### src/rtl/xcvr_pkg.sv
package xcvr_pkg;
    typedef enum logic [1:0] {
        ST_KEEP = 2'd0,
        ST_PASS = 2'd1,
        ST_EDGE = 2'd2
    } store_mode_e;

    function automatic store_mode_e pick_mode(input logic pass, input logic prev, input logic now);
        if (pass)
            return ST_PASS;
        else if (prev && !now)
            return ST_EDGE;
        else
            return ST_KEEP;
    endfunction
endpackage

### src/rtl/xcvr_sync.sv
module xcvr_sync #(
    parameter int          W       = 8,
    parameter int          STAGES  = 2,
    parameter logic [W-1:0] RST_VAL = '0
) (
    input  logic         clk,
    input  logic         rst,
    input  logic [W-1:0] din,
    output logic [W-1:0] dout
);
    logic [W-1:0] chain_q [STAGES];
    logic [W-1:0] chain_d [STAGES];

    always_comb begin
        chain_d[0] = din;
        for (int i = 1; i < STAGES; i++)
            chain_d[i] = chain_q[i-1];
    end

    always_ff @(posedge clk) begin
        for (int i = 0; i < STAGES; i++)
            chain_q[i] <= rst ? RST_VAL : chain_d[i];
    end

    assign dout = chain_q[STAGES-1];
endmodule

### src/rtl/xcvr_path.sv
module xcvr_path
    import xcvr_pkg::*;
#(
    parameter int WIDTH   = 18,
    parameter bit HOLD_EN = 1'b1
) (
    input  logic             clk,
    input  logic             rst,
    input  logic [WIDTH-1:0] src,
    input  logic             src_valid,
    input  logic             pass,
    input  logic             strobe,
    input  logic             drive,
    output logic [WIDTH-1:0] dst,
    output logic [WIDTH-1:0] dst_oe,
    output logic             upd
);
    typedef struct packed {
        logic [WIDTH-1:0] held;
        logic [WIDTH-1:0] stored;
        logic             strobe_prev;
        logic             drive;
    } path_t;

    path_t       st_q, st_d;
    logic [WIDTH-1:0] eff;
    store_mode_e mode;

    generate
        if (HOLD_EN) begin : g_hold
            assign eff = src_valid ? src : st_q.held;
        end else begin : g_nohold
            assign eff = src;
        end
    endgenerate

    always_comb begin
        st_d             = st_q;
        mode             = pick_mode(pass, st_q.strobe_prev, strobe);
        st_d.strobe_prev = strobe;
        st_d.drive       = drive;
        if (src_valid)
            st_d.held = src;
        if (mode != ST_KEEP)
            st_d.stored = eff;
    end

    always_ff @(posedge clk) begin
        if (rst)
            st_q <= '0;
        else
            st_q <= st_d;
    end

    assign upd    = (mode != ST_KEEP);
    assign dst    = st_q.stored;
    assign dst_oe = {WIDTH{st_q.drive}};
endmodule

### src/rtl/bus_xcvr.sv
module bus_xcvr #(
    parameter int WIDTH       = 18,
    parameter int SYNC_STAGES = 2,
    parameter bit HOLD_EN     = 1'b1
) (
    input  logic             clk,
    input  logic             rst,
    input  logic [WIDTH-1:0] a_in,
    input  logic             a_valid,
    input  logic [WIDTH-1:0] b_in,
    input  logic             b_valid,
    input  logic             ab_pass,
    input  logic             ab_strobe,
    input  logic             ab_drive,
    input  logic             ba_pass,
    input  logic             ba_strobe,
    input  logic             ba_drive_n,
    output logic [WIDTH-1:0] b_out,
    output logic [WIDTH-1:0] b_oe,
    output logic [WIDTH-1:0] a_out,
    output logic [WIDTH-1:0] a_oe,
    output logic             contention
);
    localparam int SIDE_W = WIDTH + 4;

    logic [SIDE_W-1:0] a_side_s, b_side_s;
    logic [WIDTH-1:0]  a_s, b_s;
    logic              a_valid_s, b_valid_s;
    logic              ab_pass_s, ab_strobe_s, ab_drive_s;
    logic              ba_pass_s, ba_strobe_s, ba_drive_n_s;
    logic              ab_upd, ba_upd;

    typedef struct packed {
        logic contention;
    } top_t;

    top_t top_q, top_d;

    xcvr_sync #(.W(SIDE_W), .STAGES(SYNC_STAGES), .RST_VAL('0)) u_sync_a (
        .clk  (clk),
        .rst  (rst),
        .din  ({a_in, a_valid, ab_pass, ab_strobe, ab_drive}),
        .dout (a_side_s)
    );

    xcvr_sync #(.W(SIDE_W), .STAGES(SYNC_STAGES), .RST_VAL(SIDE_W'(1))) u_sync_b (
        .clk  (clk),
        .rst  (rst),
        .din  ({b_in, b_valid, ba_pass, ba_strobe, ba_drive_n}),
        .dout (b_side_s)
    );

    assign {a_s, a_valid_s, ab_pass_s, ab_strobe_s, ab_drive_s}   = a_side_s;
    assign {b_s, b_valid_s, ba_pass_s, ba_strobe_s, ba_drive_n_s} = b_side_s;

    xcvr_path #(.WIDTH(WIDTH), .HOLD_EN(HOLD_EN)) u_ab (
        .clk       (clk),
        .rst       (rst),
        .src       (a_s),
        .src_valid (a_valid_s),
        .pass      (ab_pass_s),
        .strobe    (ab_strobe_s),
        .drive     (ab_drive_s),
        .dst       (b_out),
        .dst_oe    (b_oe),
        .upd       (ab_upd)
    );

    xcvr_path #(.WIDTH(WIDTH), .HOLD_EN(HOLD_EN)) u_ba (
        .clk       (clk),
        .rst       (rst),
        .src       (b_s),
        .src_valid (b_valid_s),
        .pass      (ba_pass_s),
        .strobe    (ba_strobe_s),
        .drive     (!ba_drive_n_s),
        .dst       (a_out),
        .dst_oe    (a_oe),
        .upd       (ba_upd)
    );

    always_comb begin
        top_d            = top_q;
        top_d.contention = ab_drive_s && !ba_drive_n_s;
    end

    always_ff @(posedge clk) begin
        if (rst)
            top_q <= '0;
        else
            top_q <= top_d;
    end

    assign contention = top_q.contention;
endmodule

### config.mk
export PLATFORM = sky130hd
export DESIGN_NAME = bus_xcvr
export DESIGN_NICKNAME = d
export VERILOG_FILES = /design/src/rtl/xcvr_pkg.sv /design/src/rtl/xcvr_sync.sv /design/src/rtl/xcvr_path.sv /design/src/rtl/bus_xcvr.sv
export SDC_FILE = /design/constraint.sdc
export NUM_CORES = 1
export LEC_CHECK = 0
export ABC_AREA = 1
export BUFFER_PORTS_ARGS = -buffer_cell sky130_fd_sc_hd__buf_2
export CAP_MARGIN = 20
export CORE_MARGIN = 3
export CORE_UTILIZATION = 55
export DETAILED_ROUTE_END_ITERATION = 10
export PLACE_DENSITY = 0.79
export SKIP_LAST_GASP = 1
export SLEW_MARGIN = 20
export SYNTH_ARGS = -nofsm -noshare
export SYNTH_HDL_FRONTEND = slang
export SYNTH_HIERARCHICAL = 1
export SYNTH_SLANG_ARGS = --single-unit
### constraint.sdc
create_clock -name clk -period 1.3 [get_ports clk]
set_input_delay 0.195 -clock clk [delete_from_list [all_inputs] [get_ports clk]]
set_output_delay 0.195 -clock clk [all_outputs]
set_load 0.05 [all_outputs]
# After elaboration in Yosys (flattened, before gate mapping)
# Memories as Yosys holds them, arrays and structs flattened.
# Index checks and enable logic that the tools add are counted.
# Widths: inputs -> output; s select.
# totals
register_bits,77
n_memories,2
word_cells,29
latch_bits,0
romBits,0
ram_bits,88
# memory_table
name,depth,word_bits,rd,rd_clocked_by_memory_dff,write_ports,line,rtl
u_sync_a.chain_q,2,22,2,0,2,xcvr_sync.sv:11,logic [W-1:0] chain_q [STAGES];
u_sync_b.chain_q,2,22,2,0,2,xcvr_sync.sv:11,
# op_classes
div_mod_pow,0
bitwise_logic,0
n_lt_le_gt_ge,0
reduce_logical,8
multipliers,0
n_shift,0
eq_ne,0
addsub,0
n_mux,10
# op_table
cell,n
$mux 22,4
$mux 18,2
$mux 2,4
$reduce_bool 2->1,2
$logic_and 1x1->1,3
$logic_not 1->1,3

# Logic depth before layout (Yosys ltp)
# Gate-level depths: netlist (run 1).
# logic_depth
ltp_word,5
depth_mapped,7
depth_no_buf,5

# Modules after synthesis
# The synthesis (run 1) kept the hierarchy.
# modules_own_cells
mod,seq_area_each_um2,area_each_um2,cells_per_inst,instances
xcvr_path,760.7,1983.2,255,2
xcvr_sync at u_sync_b,880.8,1271.2,138,1
xcvr_sync at u_sync_a,880.8,1267.5,137,1
bus_xcvr,20.0,36.3,4,1

# Worst setup path after synthesis (run 1)
# Ideal clock, no wire load.
# synth_path
path_kind,flip-flop to output port
from,"reg u_ba.st_q, in the netlist u_ba/dst_oe[0]"
to,out a_oe[0]
n_path_buf,1
t_arrival_ns,0.839
setup_slack_ns,0.266
path_stages_with_launch,2
t_required_ns,1.105
cell_sequence,dfxtp_1 buf_4
# synth_rtl
item,line,rtl
"start, declared",xcvr_path.sv:25,"path_t st_q, st_d;"
"start signal, assigned",xcvr_path.sv:52,st_q <= st_d;
"end, declared",bus_xcvr.sv:21,"output logic [WIDTH-1:0] a_oe,"
# No word-level cell between the ends.

# Final worst setup path (run 1)
# layout_path
from,"reg u_ab.st_q, in the netlist u_ab/dst_oe[0]"
to,out b_oe[15]
# layout_rtl
item,line,rtl
"start, declared",xcvr_path.sv:25,
"start signal, assigned",xcvr_path.sv:52,
"end, declared",bus_xcvr.sv:19,"output logic [WIDTH-1:0] b_oe,"
# No word-level cell between the ends.

==> flow_metrics.env, run 1 <==
export IMPL_first_iter_violations=179
export IMPL_clockRootBuffer="clkbuf_16"
export IMPL_dpl_hpwl_mm=6.91
export IMPL_cp_max_fo=18
export IMPL_die_x_um=115
export IMPL_cellPowerDensity_nw_per_um2=1500
export IMPL_numCtsBuffers=17
export IMPL_outcome="complete, no violations"
export IMPL_num_rows=39
export IMPL_grt_pass1_vias=3897
export IMPL_place_ws_ns=0.228
export IMPL_switching_power_mw=2.86
export IMPL_setup_tns_ns=0
export IMPL_grt_pass1_wl_mm=18.0
export IMPL_cp_slowest_cell="dfxtp_4"
export IMPL_p_seq_frac=0.466
export IMPL_die_height_um=115
export IMPL_cp_arrival_ns=1.07
export IMPL_setup_viol=0
export IMPL_cts_buffer_depth=2
export IMPL_via_per_inst=4.15
export IMPL_power_share_combinational=0.106
export IMPL_hp_class="input pin to flop"
export IMPL_wl_mm=10.6
export IMPL_core_area_um2=11500
export IMPL_cts_tree="yes"
export IMPL_path_clk_slew_ns=0.06
export IMPL_crit_required_ns=1.11
export IMPL_grt_overflow_total=0
export IMPL_htree_levels=4
export IMPL_ant_nets=0
export IMPL_start_util=0.567
export IMPL_wl_per_cell_um=10.3
export IMPL_place_congestion=0.733
export IMPL_syn_area_um2=6530
export IMPL_setup_ws_ns=0.0335
export IMPL_nets=921
export IMPL_rsz0062_at_grt="yes"
export IMPL_boundaryPins=119
export IMPL_period_share=0.974
export IMPL_total_power_mw=11.5
export IMPL_critical_path_top_delay_family="flip-flops"
export IMPL_cp_num_buf_inv=1
export IMPL_finalHoldViolCount=0
export IMPL_dieArea_um2=13200
export IMPL_avgSynthCellArea_um2=8.30
export IMPL_grt_max_degree=72
export IMPL_cp_start_kind="flop"
export IMPL_num_vias=4276
export IMPL_p_clk_frac=0.429
export IMPL_crit_path_max_incr_delay_ns=0.44
export IMPL_tightest_slew_ns=0.346
export IMPL_p_leak_nw=3.92
export IMPL_first_pass_iters=4
export IMPL_syn_inst=787
export IMPL_antenna_found_initial=0
export IMPL_intPower_mw=8.65
export IMPL_clock_sinks=165
export IMPL_worstSetupPathType="flop to output pin"
export IMPL_grt_use_total=0.168
export IMPL_area_delta_synth_final_pct=17.6
export IMPL_crit_chain="buf_4"
export IMPL_maxCapViolCount=0
export IMPL_slew_violations=0
export IMPL_fin_crit_ns=1.27
export IMPL_swShare=0.249
export IMPL_fmax_mhz=790
export IMPL_ir_worst_vdd_uv=841
export IMPL_drcViolationCount=0
export IMPL_clock_latency_ns=0.41
export IMPL_layout_drive_gt1_share=0.279
export IMPL_ys_warn_count=6
export IMPL_fin_skew_ns=0.0167
export IMPL_n_antenna_cell=0
export IMPL_relSlewSlack=0.769
export IMPL_io_buffers=118
export IMPL_cp_end_kind="output pin"
export IMPL_synth_nets=833
export IMPL_post_cts_buffers=0
[worst register-to-register path, cell delays in order, from the launching register on]
cell	delay, ns
dfxtp_1	0.49
inv_8	0.15
nand2_1	0.13
nand2_1	0.07
nor2_2	0.11
nor2_2	0.03
[cell usage in the layout (no fill, tap or decap)]
cell type      count
buf_2             81
a21oi_4            2
buf_12             3
nand2_1          108
buf_4             42
inv_2              7
dfxtp_4            2
dlygate4sd3_1     43
inv_6              4
nand3_1           36
nand2_2           21
clkbuf_16         17
dfxtp_1          163
a21oi_1           36
clkbuf_1           1
inv_1            127
nand2_4           20
clkinv_4           1
inv_8              2
bufinv_16          2
nor2_1           126
clkinvlp_4         5
nor2_2            37
clkbuf_8           2
[sequential cells by signal, indices dropped and copies added, names as in the netlist]
name,cells
u_ba/dst,18
u_ba/st_q,19
u_ab/dst,18
u_ab/dst_oe,1
contention,1
u_ab/st_q,19
u_sync_b/chain_q,44
u_sync_a/chain_q,44
u_ba/dst_oe,1
[worst paths after layout]
path | cells past startpoint | startpoint | slack (ns) | endpoint
setup / recovery | 1 | u_ab/dst_oe[0] | 0.03 | b_oe[15]
hold / removal | 3 | ab_drive | 0.06 | u_sync_a/chain_q[0][0]
setup reg to reg | 5 | u_sync_b/chain_q[0][25] | 0.20 | u_ba/dst[15]
hold reg to reg | 2 | u_sync_a/chain_q[0][5] | 0.40 | u_sync_a/chain_q[0][27]
[metal layers]
metal | part of all wire | track usage | vias to the layer above
met1 | 0.52 | 0.240 | 1741
met2 | 0.41 | 0.245 | 123
li1 | - | - | 2399
met3 | 0.059 | 0.0400 | 13
met5 | 0 | 0 | -
met4 | 0.013 | 0.0657 | 0
[area by class of cell]
cell class	instances	area, µm²
Clock buffer	20	457
Clock inverter	12	141
Fill cell	943	3830
Inverter	136	526
Multi-Input combinational cell	386	1860
Sequential cell	165	3310
Tap cell	143	179
Timing Repair Buffer	169	1210
[timing repair]
| action | 4_1_cts | 5_1_grt |
|---|---|---|
| gates resized for setup | 40 | 0 |
| endpoints found under the hold margin | 43 | 0 |
| setup endpoints to repair | 36 | 36 |
| hold buffers | 43 | 0 |
[through the flow]
step                utilization  area (µm²)  std cells  hold slack [ns]
floorplan                     -        6530        787            0.261
global placement          0.569        6560        956            0.390
detailed placement        0.569        6560        956            0.392
CTS                       0.667        7680       1031           0.0438
global route              0.667        7680       1031           0.0544
finish                    0.667        7680       1031           0.0586
[power groups by stage]
stage                     logic, mW  clock network, mW  registers [mW]
after floorplan                1.04                  0            5.45
after global placement         1.09                  0            5.47
after detailed placement       1.10                  0            5.48
after CTS                      1.22               5.02            5.36
after global routing           1.34               5.24            5.38
final                          1.22               4.94            5.36
No activity file was read; power rests on OpenSTA's default activity.
==> inputs of run 2 (changes only) <==
Settings changed: HOLD_SLACK_MARGIN set to 0.08.
==> flow_metrics.env, run 2 (synthesis gave the netlist of run 1 again) <==
export IMPL_nFillCells=940
export IMPL_cp_slowest_cell="dfxtp_4"
export IMPL_place_ws_ns=0.228
export IMPL_n_antenna_cell=0
export IMPL_ant_nets=0
export IMPL_tightest_slew_ns=0.349
export IMPL_path_clk_slew_ns=0.06
export IMPL_cp_arrival_ns=1.07
export IMPL_reg2reg_depth=5
export IMPL_io_buffers=118
export IMPL_drcViolationCount=0
export IMPL_final_cell_mix="dfxtp_1, inv_1, nor2_1"
export IMPL_fin_skew_ns=0.0167
export IMPL_clock_latency_ns=0.41
export IMPL_clockRootBuffer="clkbuf_16"
export IMPL_first_pass_iters=4
export IMPL_dp_cells=956
export IMPL_multi_input_area_um2=1860
export IMPL_fin_crit_ns=1.27
export IMPL_reg2reg_to="u_ba/dst[15]"
export IMPL_final_common_cell="dfxtp_1"
export IMPL_wl_mm=10.6
export IMPL_dpl_hpwl_mm=6.91
export IMPL_cp_max_fo=18
export IMPL_min_path_cells=2
export IMPL_relSlewSlack=0.767
export IMPL_rsz0062_at_grt="yes"
export IMPL_cp_end_kind="output pin"
export IMPL_first_iter_violations=165
export IMPL_grt_pass1_vias=3879
export IMPL_antenna_found_initial=0
export IMPL_min_from="rst"
export IMPL_r2r_start="u_sync_b/chain_q[0][25]"
export IMPL_boundaryPins=119
export IMPL_fin_hold_ws_ns=0.105
export IMPL_cp_num_buf_inv=1
export IMPL_htree_levels=4
export IMPL_rrSetupSlack_ns=0.20
export IMPL_critical_path_top_delay_family="flip-flops"
export IMPL_worstSetupPathType="flop to output pin"
export IMPL_layout_drive_gt1_share=0.279
export IMPL_setup_ws_ns=0.0325
export IMPL_crit_required_ns=1.11
export IMPL_total_power_mw=11.5
export IMPL_cp_start_kind="flop"
export IMPL_num_vias=4283
export IMPL_core_area_um2=11500
export IMPL_cts_buffer_depth=2
export IMPL_grt_use_total=0.167
export IMPL_via_per_inst=4.15
export IMPL_cellPowerDensity_nw_per_um2=1500
export IMPL_outcome="complete, no violations"
export IMPL_area_delta_synth_final_pct=17.8
export IMPL_grt_overflow_total=0
export IMPL_period_share=0.975
export IMPL_grt_max_degree=72
export IMPL_start_util=0.567
export IMPL_wl_per_cell_um=10.3
export IMPL_place_congestion=0.733
export IMPL_cts_tree="yes"
export IMPL_die_height_um=115
export IMPL_numCtsBuffers=17
export IMPL_hp_class="input pin to flop"
export IMPL_num_rows=39
export IMPL_fmax_mhz=789
export IMPL_holdPathEnd="u_ab/st_q[23]"
export IMPL_grt_pass1_wl_mm=17.9
export IMPL_maxCapViolCount=0
export IMPL_nets=922
export IMPL_biggestRegsByFlops="u_sync_a/chain_q x44, u_sync_b/chain_q x44"
export IMPL_slew_violations=0
export IMPL_die_x_um=115
export IMPL_fin_cells=1032
export IMPL_clock_sinks=165
export IMPL_layout_area_seq_um2=3310
export IMPL_setup_viol=0
export IMPL_finalHoldViolCount=0
export IMPL_crit_path_max_incr_delay_ns=0.44
export IMPL_ir_worst_vdd_uv=841
export IMPL_dieArea_um2=13200
export IMPL_p_leak_nw=3.92
export IMPL_crit_chain="buf_4"
==> run 2: cell types whose count changed in the layout (fill, tap and decap cells not counted) <==
cell / delta
dlygate4sd3_1: +1
==> run 2: layout make-up <==
cell class,instances,area share
timing repair buffer,170,0.159
tap,143,0.0233
inverter,136,0.0683
multi-input combinational,386,0.242
clock inverter,12,0.0184
clock buffer,20,0.0594
sequential,165,0.430
==> run 2: repair_timing <==
action,4_1_cts,5_1_grt
setup endpoints to repair,36,36
endpoints found under the hold margin,44,0
pin swaps,0,0
buffers inserted,0,0
hold buffers,44,0
resized for setup,40,0
cloned,0,0
==> run 2: worst max-delay path by stage <==
| stage | to | depth (start not counted) | start |
|---|---|---|---|
| floorplan | a_oe[0] | 1 | u_ba/dst_oe[0] |
| global placement | a_oe[15] | 1 | u_ba/dst_oe[0] |
| detailed placement | b_oe[0] | 1 | u_ab/dst_oe[0] |
| CTS | b_oe[0] | 1 | u_ab/dst_oe[0] |
| global route | b_oe[15] | 1 | u_ab/dst_oe[0] |
| finish | b_oe[15] | 1 | u_ab/dst_oe[0] |
==> run 2: power by group <==
| group | switching [mW] | internal, mW | total [mW] |
|---|---|---|---|
| sequential | 0.0882 | 5.27 | 5.36 |
| clock | 1.97 | 2.96 | 4.93 |
| combinational | 0.795 | 0.422 | 1.22 |
| total | 2.86 | 8.65 | 11.5 |
==> run 2: per-stage QoR <==
stage          setup TNS (ns)  instance area (µm²)   util
6_report                    0                 7690  0.668
5_1_grt                -0.522                 7690  0.668
4_1_cts                     0                 7690  0.668
3_5_place_dp                0                 6560  0.569
3_3_place_gp                0                 6560  0.569
2_1_floorplan               0                 6530      -
==> run 2: layer usage <==
| metal | up-vias | global-route usage | wire, µm |
|---|---|---|---|
| met2 | 126 | 0.242 | 4350 |
| met4 | 0 | 0.0657 | 133 |
| met1 | 1743 | 0.241 | 5500 |
| li1 | 2401 | - | - |
| met5 | - | 0 | 0 |
| met3 | 13 | 0.0400 | 623 |
==> inputs of run 3 (changes only) <==
Settings changed: CORE_ASPECT_RATIO set to 1.1, CORE_MARGIN 3 to 2, PLACE_DENSITY 0.79 to 0.76.
==> flow_metrics.env, run 3 (synthesis gave the netlist of run 1 again) <==
export IMPL_grt_pass1_wl_mm=18.5
export IMPL_dpl_hpwl_mm=7.00
export IMPL_htree_levels=4
export IMPL_first_iter_violations=140
export IMPL_clockRootBuffer="clkbuf_16"
export IMPL_period_share=0.973
export IMPL_critPathLaunch="u_ba/dst_oe[0]"
export IMPL_utilization=0.670
export IMPL_num_rows=41
export IMPL_layout_drive_gt1_share=0.280
export IMPL_boundaryPins=119
export IMPL_area_delta_synth_final_pct=18.4
export IMPL_io_buffers=118
export IMPL_critical_path_top_delay_family="flip-flops"
export IMPL_setup_viol=0
export IMPL_path_clk_slew_ns=0.06
export IMPL_p_leak_nw=3.95
export IMPL_worstSetupPathType="flop to output pin"
export IMPL_crit_chain="buf_4"
export IMPL_cp_arrival_ns=1.07
export IMPL_ir_worst_vdd_uv=871
export IMPL_num_vias=4336
export IMPL_clock_sinks=165
export IMPL_cp_start_kind="flop"
export IMPL_place_congestion=0.721
export IMPL_ant_nets=0
export IMPL_grt_use_total=0.181
export IMPL_numCtsBuffers=17
export IMPL_grt_pass1_vias=3979
export IMPL_fin_skew_ns=0.0109
export IMPL_cellPowerDensity_nw_per_um2=1540
export IMPL_fin_crit_ns=1.27
export IMPL_outcome="complete, no violations"
export IMPL_n_antenna_cell=0
export IMPL_maxCapViolCount=0
export IMPL_min_from="rst"
export IMPL_first_pass_iters=4
export IMPL_rsz0062_at_grt="yes"
export IMPL_biggestRegsByFlops="u_sync_a/chain_q x44, u_sync_b/chain_q x44"
export IMPL_start_util=0.566
export IMPL_post_cts_buffers=0
export IMPL_tightest_slew_ns=0.343
export IMPL_cp_slowest_cell="dfxtp_4"
export IMPL_grt_max_degree=66
export IMPL_wl_mm=10.9
export IMPL_cp_max_fo=18
export IMPL_drcViolationCount=0
export IMPL_core_area_um2=11500
export IMPL_cp_end_kind="output pin"
export IMPL_grt_overflow_total=0
export IMPL_total_power_mw=11.9
export IMPL_die_height_um=118
export IMPL_via_per_inst=4.17
export IMPL_nets=923
export IMPL_hp_class="input pin to flop"
export IMPL_final_cell_mix="dfxtp_1, inv_1, nor2_1"
export IMPL_crit_path_max_incr_delay_ns=0.43
export IMPL_r2r_start="u_sync_a/chain_q[0][25]"
export IMPL_antenna_found_initial=0
export IMPL_wl_per_cell_um=10.5
export IMPL_clock_latency_ns=0.41
export IMPL_finalHoldViolCount=0
export IMPL_dieArea_um2=12800
export IMPL_slew_violations=0
export IMPL_cts_buffer_depth=2
export IMPL_die_x_um=108
export IMPL_fmax_mhz=790
export IMPL_cp_num_buf_inv=1
export IMPL_cts_tree="yes"
export IMPL_crit_required_ns=1.11
export IMPL_final_common_cell="dfxtp_1"
export IMPL_relSlewSlack=0.771
## run 3: changes by cell type in the layout (fill, tap and decap cells not counted), moves of 2 or more
| cell | before | now |
|---|---|---|
| bufinv_16 | 2 | 4 |
| clkinvlp_4 | 5 | 1 |
| buf_4 | 42 | 44 |
| clkinv_4 | 1 | 3 |
## run 3: through the flow
step	setup TNS, ns	instance area (µm²)	setup slack [ns]	hold WS, ns	cells
floorplan	0	6530	0.266	0.261	787
global route	-0.941	7740	-0.0310	0.154	1040
global placement	0	6560	0.247	0.375	964
detailed placement	0	6560	0.224	0.383	964
CTS	0	7740	0.0116	0.144	1040
finish	0	7740	0.0346	0.155	1040
## run 3: where the power goes
part           leakage, nW  total (mW)  internal, mW  switching [mW]
Clock                0.310        5.31          3.30            2.00
Sequential            1.36        5.36          5.27          0.0873
Combinational         2.29        1.22         0.420           0.798
## run 3: worst paths after layout
path / depth (start not counted) / end / slack, ns
max: 1 / a_oe[7] / 0.03
max reg2reg: 5 / u_ab/dst[14] / 0.21
min: 2 / u_sync_a/chain_q[0][9] / 0.16
min reg2reg: 2 / u_sync_b/chain_q[0][40] / 0.40
## run 3: layout make-up
type | instances | area, µm²
fillers | 1002 | 3800
flip-flops and latches | 165 | 3310
multi-input cells | 386 | 1860
repair buffers | 171 | 1220
inverters | 136 | 526
clock buffers | 19 | 443
clock inverters | 13 | 196
well taps | 150 | 188
## run 3: worst reg2reg max path: stages, from the launching register on
cell     delay (ns)
dfxtp_1        0.48
inv_8          0.14
nand2_1        0.12
nand2_1        0.09
nor2_2         0.13
nor2_2         0.04
## run 3: what timing repair did
action | 4_1_cts | 5_1_grt
hold buffers | 44 | 0
gates resized for setup | 40 | 0
endpoints found under the hold margin | 44 | 0
setup endpoints to repair | 36 | 36
## run 3: routing by layer
metal	share of wire	GRT usage
met5	0	0
met1	0.51	0.262
met3	0.056	0.0546
met2	0.42	0.256
met4	0.0083	0.0601
